`config.mk`:
```
export PLATFORM = sky130hd
export DESIGN_NAME = wwdt_top
export DESIGN_NICKNAME = d
export VERILOG_FILES = /design/src/rtl/wwdt_pkg.sv /design/src/rtl/wwdt_regs.sv /design/src/rtl/wwdt_counter.sv /design/src/rtl/wwdt_fault.sv /design/src/rtl/wwdt_top.sv
export SDC_FILE = /design/constraint.sdc
export NUM_CORES = 1
export LEC_CHECK = 0
export BUFFER_PORTS_ARGS = -buffer_cell sky130_fd_sc_hd__clkbuf_2
export CAP_MARGIN = 30
export CORE_UTILIZATION = 60
export DETAILED_ROUTE_END_ITERATION = 12
export PLACE_DENSITY = 0.86
export SLEW_MARGIN = 5
export SYNTH_ARGS = -nofsm -noshare
export SYNTH_HDL_FRONTEND = slang
export SYNTH_HIERARCHICAL = 1
export SYNTH_SLANG_ARGS = --single-unit
```
`constraint.sdc`:
```
create_clock -name clk -period 2.9 [get_ports clk]
set_input_delay 0.145 -clock clk [delete_from_list [all_inputs] [get_ports clk]]
set_output_delay 0.145 -clock clk [all_outputs]
set_load 0.005 [all_outputs]
```
`src/rtl/wwdt_pkg.sv`:
```
package wwdt_pkg;
   localparam int unsigned KEY_W   = 8;
   localparam logic [KEY_W-1:0] KEY_VAL = 8'hA5;
   localparam int unsigned N_FLAGS = 3;

   typedef struct packed {
      logic stop;
      logic rst_en;
      logic irq_en;
   } wd_flags_t;

   typedef enum logic [1:0] {
      WA_CTRL = 2'd0,
      WA_MODE = 2'd1
   } wd_addr_e;
endpackage

```
`src/rtl/wwdt_regs.sv`:
```
module wwdt_regs
   import wwdt_pkg::*;
#(
   parameter int unsigned CNT_W      = 16,
   parameter int unsigned ADDR_W     = 2,
   parameter logic [CNT_W-1:0] DEF_RELOAD = '1,
   parameter logic [CNT_W-1:0] DEF_DELTA  = '1,
   parameter wd_flags_t DEF_FLAGS = '{stop: 1'b0, rst_en: 1'b1, irq_en: 1'b0}
) (
   input  logic                              clk,
   input  logic                              rst_n,
   input  logic                              wr_en,
   input  logic [ADDR_W-1:0]                 wr_addr,
   input  logic [KEY_W+2*CNT_W+N_FLAGS-1:0]  wr_data,
   output logic [CNT_W-1:0]                  reload,
   output logic [CNT_W-1:0]                  delta,
   output wd_flags_t                         flags,
   output logic                              mode_load,
   output logic [CNT_W-1:0]                  new_reload,
   output logic                              restart_req
);
   localparam int unsigned WORD_W  = KEY_W + 2*CNT_W + N_FLAGS;
   localparam int unsigned FLAG_LO = 2*CNT_W;

   logic      key_ok;
   logic      locked_q;
   logic [CNT_W-1:0] reload_q, delta_q;
   wd_flags_t flags_q;

   assign key_ok      = (wr_data[WORD_W-1 -: KEY_W] == KEY_VAL);
   assign mode_load   = wr_en && key_ok && !locked_q && (wr_addr == ADDR_W'(WA_MODE));
   assign restart_req = wr_en && key_ok && wr_data[0] && !flags_q.stop
                        && (wr_addr == ADDR_W'(WA_CTRL));
   assign new_reload  = wr_data[CNT_W-1:0];

   always_ff @(posedge clk or negedge rst_n) begin
      if (!rst_n) begin
         locked_q <= 1'b0;
         reload_q <= DEF_RELOAD;
         delta_q  <= DEF_DELTA;
         flags_q  <= DEF_FLAGS;
      end else if (mode_load) begin
         locked_q <= 1'b1;
         reload_q <= wr_data[CNT_W-1:0];
         delta_q  <= wr_data[2*CNT_W-1:CNT_W];
         flags_q  <= wd_flags_t'(wr_data[FLAG_LO +: N_FLAGS]);
      end
   end

   assign reload = reload_q;
   assign delta  = delta_q;
   assign flags  = flags_q;

   // once locked the configuration never moves again
   a_r3_locked_cfg: assert property (@(posedge clk) disable iff (!rst_n)
      locked_q |=> ($stable(reload_q) && $stable(delta_q) && $stable(flags_q)));
endmodule

```
`src/rtl/wwdt_counter.sv`:
```
module wwdt_counter #(
   parameter int unsigned CNT_W = 16,
   parameter logic [CNT_W-1:0] DEF_RELOAD = '1
) (
   input  logic             clk,
   input  logic             rst_n,
   input  logic             tick,
   input  logic             stop,
   input  logic             mode_load,
   input  logic [CNT_W-1:0] new_reload,
   input  logic [CNT_W-1:0] reload,
   input  logic [CNT_W-1:0] delta,
   input  logic             restart_req,
   output logic [CNT_W-1:0] count,
   output logic             early_evt,
   output logic             und_evt
);
   localparam logic [CNT_W-1:0] ONE = CNT_W'(1);

   logic [CNT_W-1:0] cnt_q;
   logic             pend_q;
   logic             step;
   logic             in_window;

   assign step      = tick && !stop && !mode_load;
   assign in_window = (cnt_q <= delta);
   assign early_evt = restart_req && !in_window;
   assign und_evt   = step && !pend_q && (cnt_q == ONE);

   always_ff @(posedge clk or negedge rst_n) begin
      if (!rst_n) begin
         cnt_q  <= DEF_RELOAD;
         pend_q <= 1'b0;
      end else if (mode_load) begin
         cnt_q  <= new_reload;
         pend_q <= 1'b0;
      end else begin
         if (step) begin
            if (pend_q)
               cnt_q <= reload;
            else if (cnt_q != '0)
               cnt_q <= cnt_q - ONE;
         end
         if (restart_req && in_window)
            pend_q <= 1'b1;
         else if (step)
            pend_q <= 1'b0;
      end
   end

   assign count = cnt_q;

   // plain step decrements by one
   a_r4_step_down: assert property (@(posedge clk) disable iff (!rst_n)
      (step && !pend_q && cnt_q != '0) |=> (cnt_q == $past(cnt_q) - ONE));
   // a pending restart reloads on the tick
   a_r7_reload: assert property (@(posedge clk) disable iff (!rst_n)
      (step && pend_q) |=> (cnt_q == $past(reload)));
   // stopped counter does not move
   a_r10_frozen: assert property (@(posedge clk) disable iff (!rst_n)
      (stop && !mode_load) |=> $stable(cnt_q));
endmodule

```
`src/rtl/wwdt_fault.sv`:
```
module wwdt_fault #(
   parameter bit OUT_REG = 1'b0
) (
   input  logic       clk,
   input  logic       rst_n,
   input  logic       und_evt,
   input  logic       early_evt,
   input  logic       stat_rd,
   input  logic       irq_en,
   input  logic       rst_en,
   output logic [1:0] stat,
   output logic       irq,
   output logic       rst_req
);
   logic und_q, err_q;
   logic fault;

   always_ff @(posedge clk or negedge rst_n) begin
      if (!rst_n) begin
         und_q <= 1'b0;
         err_q <= 1'b0;
      end else begin
         und_q <= und_evt   || (und_q && !stat_rd);
         err_q <= early_evt || (err_q && !stat_rd);
      end
   end

   assign stat  = {err_q, und_q};
   assign fault = und_q || err_q;

   generate
      if (OUT_REG) begin : g_reg_out
         logic irq_q, rst_q;
         always_ff @(posedge clk or negedge rst_n) begin
            if (!rst_n) begin
               irq_q <= 1'b0;
               rst_q <= 1'b0;
            end else begin
               irq_q <= fault && irq_en;
               rst_q <= fault && rst_en;
            end
         end
         assign irq     = irq_q;
         assign rst_req = rst_q;
      end else begin : g_comb_out
         assign irq     = fault && irq_en;
         assign rst_req = fault && rst_en;
      end
   endgenerate

   // underflow event lands in stat[0]
   a_r5_und_sticky: assert property (@(posedge clk) disable iff (!rst_n)
      und_evt |=> stat[0]);
   // early restart lands in stat[1]
   a_r6_err_sticky: assert property (@(posedge clk) disable iff (!rst_n)
      early_evt |=> stat[1]);
   // read without a new event empties the status
   a_r9_read_clears: assert property (@(posedge clk) disable iff (!rst_n)
      (stat_rd && !und_evt && !early_evt) |=> (stat == 2'b00));
endmodule

```
`src/rtl/wwdt_top.sv`:
```
module wwdt_top
   import wwdt_pkg::*;
#(
   parameter int unsigned CNT_W   = 16,
   parameter int unsigned ADDR_W  = 2,
   parameter logic [CNT_W-1:0] DEF_RELOAD = '1,
   parameter logic [CNT_W-1:0] DEF_DELTA  = '1,
   parameter bit OUT_REG = 1'b0
) (
   input  logic                              clk,
   input  logic                              rst_n,
   input  logic                              tick,
   input  logic                              wr_en,
   input  logic [ADDR_W-1:0]                 wr_addr,
   input  logic [KEY_W+2*CNT_W+N_FLAGS-1:0]  wr_data,
   input  logic                              stat_rd,
   output logic [CNT_W-1:0]                  count,
   output logic [1:0]                        stat,
   output logic                              irq,
   output logic                              rst_req
);
   initial begin
      assert (CNT_W >= 2) else $error("CNT_W must be at least 2");
      assert (ADDR_W >= 1) else $error("ADDR_W must be at least 1");
   end

   logic [CNT_W-1:0] reload, delta, new_reload;
   wd_flags_t        flags;
   logic             mode_load, restart_req;
   logic             early_evt, und_evt;

   wwdt_regs #(
      .CNT_W(CNT_W), .ADDR_W(ADDR_W),
      .DEF_RELOAD(DEF_RELOAD), .DEF_DELTA(DEF_DELTA)
   ) u_regs (
      .clk(clk), .rst_n(rst_n),
      .wr_en(wr_en), .wr_addr(wr_addr), .wr_data(wr_data),
      .reload(reload), .delta(delta), .flags(flags),
      .mode_load(mode_load), .new_reload(new_reload),
      .restart_req(restart_req)
   );

   wwdt_counter #(
      .CNT_W(CNT_W), .DEF_RELOAD(DEF_RELOAD)
   ) u_cnt (
      .clk(clk), .rst_n(rst_n), .tick(tick), .stop(flags.stop),
      .mode_load(mode_load), .new_reload(new_reload),
      .reload(reload), .delta(delta), .restart_req(restart_req),
      .count(count), .early_evt(early_evt), .und_evt(und_evt)
   );

   wwdt_fault #(
      .OUT_REG(OUT_REG)
   ) u_fault (
      .clk(clk), .rst_n(rst_n),
      .und_evt(und_evt), .early_evt(early_evt), .stat_rd(stat_rd),
      .irq_en(flags.irq_en), .rst_en(flags.rst_en),
      .stat(stat), .irq(irq), .rst_req(rst_req)
   );
endmodule

```
==> results.py <==
metrics = {
    "floorplanning": {
        "die-area_um2": 6010,
        "coreArea_um2": 5510,
        "rows": 27,
        "start_util": 0.621,
        "boundaryPins": 70,
        "dieWidth_um": 77.5,
        "die_y_um": 77.5,
    },
    "worst_setup_path": {
        "path_buf_inv": 1,
        "crit_type": "flop to flop",
        "slowest_stage": "nor4_1",
        "critical_path.max_fanout": 3,
        "critical_path.cell_chain": "inv_1, ha_1, nand4_1, nor4_1, nand2_1, and3_1, a21o_1",
        "r2r-end": "u_fault/err_q$_DFF_PN0_",
        "reg2reg_slack_ns": 0.56,
        "end_kind": "flop",
        "cp.arrival_ns": 2.55,
        "r2r-start": "u_regs/delta[15]$_DFFE_PN1P_",
        "startpoint": "u_regs/delta[15]$_DFFE_PN1P_",
        "critical-path-max-stage-delay_ns": 0.62,
        "start_kind": "flop",
        "cp.required_ns": 3.11,
        "crit_family": "simple AND/OR/NAND/NOR gates",
        "r2r_cells": 7,
    },
    "timing": {
        "finClkSkew_ns": 0.0140,
        "hold_viol": 0,
        "fmax_ghz": 0.427,
        "worstMarginPinSlew_ns": 0.736,
        "fin_crit_ns": 2.34,
        "slew_violations": 0,
        "relSlewSlack": 0.509,
        "final-setup-viol-count": 0,
        "post-route-period-util": 0.807,
        "setup_slack_ns": 0.559,
        "rsz0062_at_grt": "no",
        "tns_ns": 0,
    },
    "synthesis": {
        "syn_inst": 335,
        "syn_area_um2": 3420,
        "yosysUniqueCellTypes": 55,
        "yosys_most_used_dff": "dfstp_2",
        "async_flop_share": 1.00,
        "syn-num-nets": 404,
        "synth_area_per_cell_um2": 10.2,
        "ys.warnings.count": 6,
        "ys_seq_area_frac": 0.420,
        "ys_ff_latch": 55,
        "synth_edf_count": 0,
    },
    "clocking": {
        "path_clk_slew_ns": 0.11,
        "h-tree-depth": 2,
        "cts_tree": "yes",
        "cts_root_buf": "clkbuf_8",
        "clock_latency_ns": 0.32,
        "clk_path_buf_depth": 2,
        "postCtsSetupBuffers": 0,
        "cts_buffers": 5,
        "postCtsHoldBufs": 0,
        "cts_resized": 0,
        "clock_sinks": 55,
    },
    "route": {
        "vias_per_cell": 6.15,
        "first_pass_iters": 5,
        "route.detailed.drc": 0,
        "postRouteAntennaNets": 0,
        "routed_wl_mm": 7.73,
        "wl_per_cell_um": 17.0,
        "drtIter0Drc": 263,
        "routed-via-count": 2803,
    },
    "placed_design": {
        "place_hpwl_mm": 5.73,
        "gp_congestion": 0.908,
        "port-buffer-count": 69,
        "dp_slack_ns": 0.628,
    },
    "power": {
        "p_int_mw": 1.50,
        "power_switching_mw": 0.692,
        "comb_power_share": 0.251,
        "swShare": 0.316,
        "total_power_mw": 2.19,
        "ir_worst_vdd_uv": 379,
        "leakage_nw": 1.64,
        "sequentialPowerShare": 0.476,
        "p_per_area_nw_per_um2": 577,
        "clkPwrFrac": 0.273,
    },
    "run": {
        "maxCapViolations": 0,
    },
    "finish": {
        "area_growth_pct": 11.0,
        "finalNetCount": 452,
        "layout_common_cells": "clkbuf_2 (69), dfstp_2 (49), mux2_2 (33)",
        "drive_gt1_frac": 0.445,
        "num_antenna_cells": 0,
        "layout.cells.most_common": "clkbuf_2",
    },
    "worst_hold_path": {
        "hp-class": "input pin to flop",
        "hp-start": "wr_data[29]",
        "hold_depth": 2,
        "hold_end": "u_regs/delta[13]$_DFFE_PN1P_",
    },
    "global_route": {
        "antenna_found_initial": 0,
        "grt-ovfl-total": 0,
        "grt_usage": 0.281,
        "grt_start_max_net_pins": 36,
        "grt_pass1_vias": 2896,
        "grt_pass1_wl_mm": 13.3,
    },
    "outcome": {
        "status": "completed",
    },
}
## cells by family (layout without fill, tap and decap cells)
logic type	after synthesis	after routing	synth area share
AOI/OAI and AO/OA	85	85	0.154
xor gates and xnor gates	1	1	0.00256
adders and majority gates	19	19	0.0695
buffers and inverters	55	104	0.0943
DFF	55	55	0.420
muxes	37	37	0.121
and+or+nand+nor	83	83	0.139
## power groups by stage
stage / Clock, mW / Sequential, mW / Combinational, mW
after floorplan: 0 / 1.01 / 0.357
after global placement: 0 / 1.05 / 0.511
after detailed placement: 0 / 1.05 / 0.540
after CTS: 0.605 / 1.04 / 0.546
after global routing: 0.636 / 1.05 / 0.620
final: 0.598 / 1.04 / 0.550
## worst reg2reg max path: stages (launching register included)
cell	delay, ns
dfstp_2	0.54
inv_1	0.05
ha_1	0.31
nand4_1	0.17
nor4_1	0.62
nand2_1	0.18
and3_1	0.24
a21o_1	0.15
## worst max path at each step
stage,endpoint,slack [ns],cells after the start
global placement,u_cnt/count[10]$_DFFE_PN1P_,0.67,7
floorplan,u_cnt/count[5]$_DFFE_PN1P_,0.71,7
CTS,u_fault/err_q$_DFF_PN0_,0.61,7
detailed placement,u_cnt/count[10]$_DFFE_PN1P_,0.63,7
finish,u_fault/err_q$_DFF_PN0_,0.56,7
global route,u_fault/err_q$_DFF_PN0_,0.45,7
## flip-flops by register name, indices dropped and copies added (netlist names)
signal and count:
u_regs/reload 16, u_fault/err_q 1, u_regs/delta 16, u_regs/locked_q 1
u_fault/und_q 1, u_regs/flags 3, u_cnt/pend_q 1, u_cnt/count 16
## metal layers
metal	global-route usage	up-vias	routed length, µm
li1	-	1289	-
met1	0.349	1371	3220
met2	0.473	123	3780
met3	0.0494	20	484
met4	0.130	0	244
met5	0	-	0
## area by class of cell
type / instances / area (µm²)
timing repair buffer: 75 / 390
tap: 72 / 90.1
clock inverter: 2 / 60.1
clock buffer: 6 / 72.6
sequential: 55 / 1440
multi-input combinational: 225 / 1670
inverter: 21 / 78.8
fill: 456 / 1710
## per-stage QoR
stage / hold slack [ns] / std cells / utilization / instance area [µm²]
2_1_floorplan: -0.151 / 335 / - / 3420
3_3_place_gp: 0.377 / 448 / 0.666 / 3660
3_5_place_dp: 0.384 / 448 / 0.666 / 3660
4_1_cts: 0.0520 / 456 / 0.690 / 3800
5_1_grt: 0.0456 / 456 / 0.690 / 3800
6_report: 0.0501 / 456 / 0.690 / 3800
## cell usage after synthesis (2+ instances only)
cell type | instances | area share
dfstp_2 | 49 | 0.38
dfrtp_1 | 6 | 0.044
mux2_1 | 2 | 0.0066
nand4_1 | 2 | 0.0037
ha_1 | 19 | 0.069
or4_1 | 2 | 0.0044
nor2b_1 | 2 | 0.0037
nor2_1 | 20 | 0.022
nand3_1 | 4 | 0.0059
o31ai_1 | 3 | 0.0066
o21ai_0 | 17 | 0.025
buf_2 | 3 | 0.0044
or3_1 | 3 | 0.0055
clkbuf_1 | 6 | 0.0066
inv_1 | 21 | 0.023
o21a_1 | 3 | 0.0066
o311ai_0 | 2 | 0.0051
mux2_2 | 33 | 0.11
buf_4 | 18 | 0.039
o21ai_1 | 10 | 0.015
and4_1 | 3 | 0.0077
nand2_1 | 18 | 0.020
a31oi_1 | 4 | 0.0073
nor4_1 | 3 | 0.0055
nor4b_1 | 2 | 0.0051
a21o_1 | 4 | 0.0088
a221o_1 | 2 | 0.0059
a21oi_1 | 25 | 0.037
mux2i_1 | 2 | 0.0059
a221oi_1 | 3 | 0.0077
nor4_4 | 2 | 0.012
nor3_1 | 8 | 0.012
and2_1 | 3 | 0.0055
buf_6 | 6 | 0.020
nand2b_1 | 5 | 0.0091
Note: power is estimated with default switching activity, not from simulation.
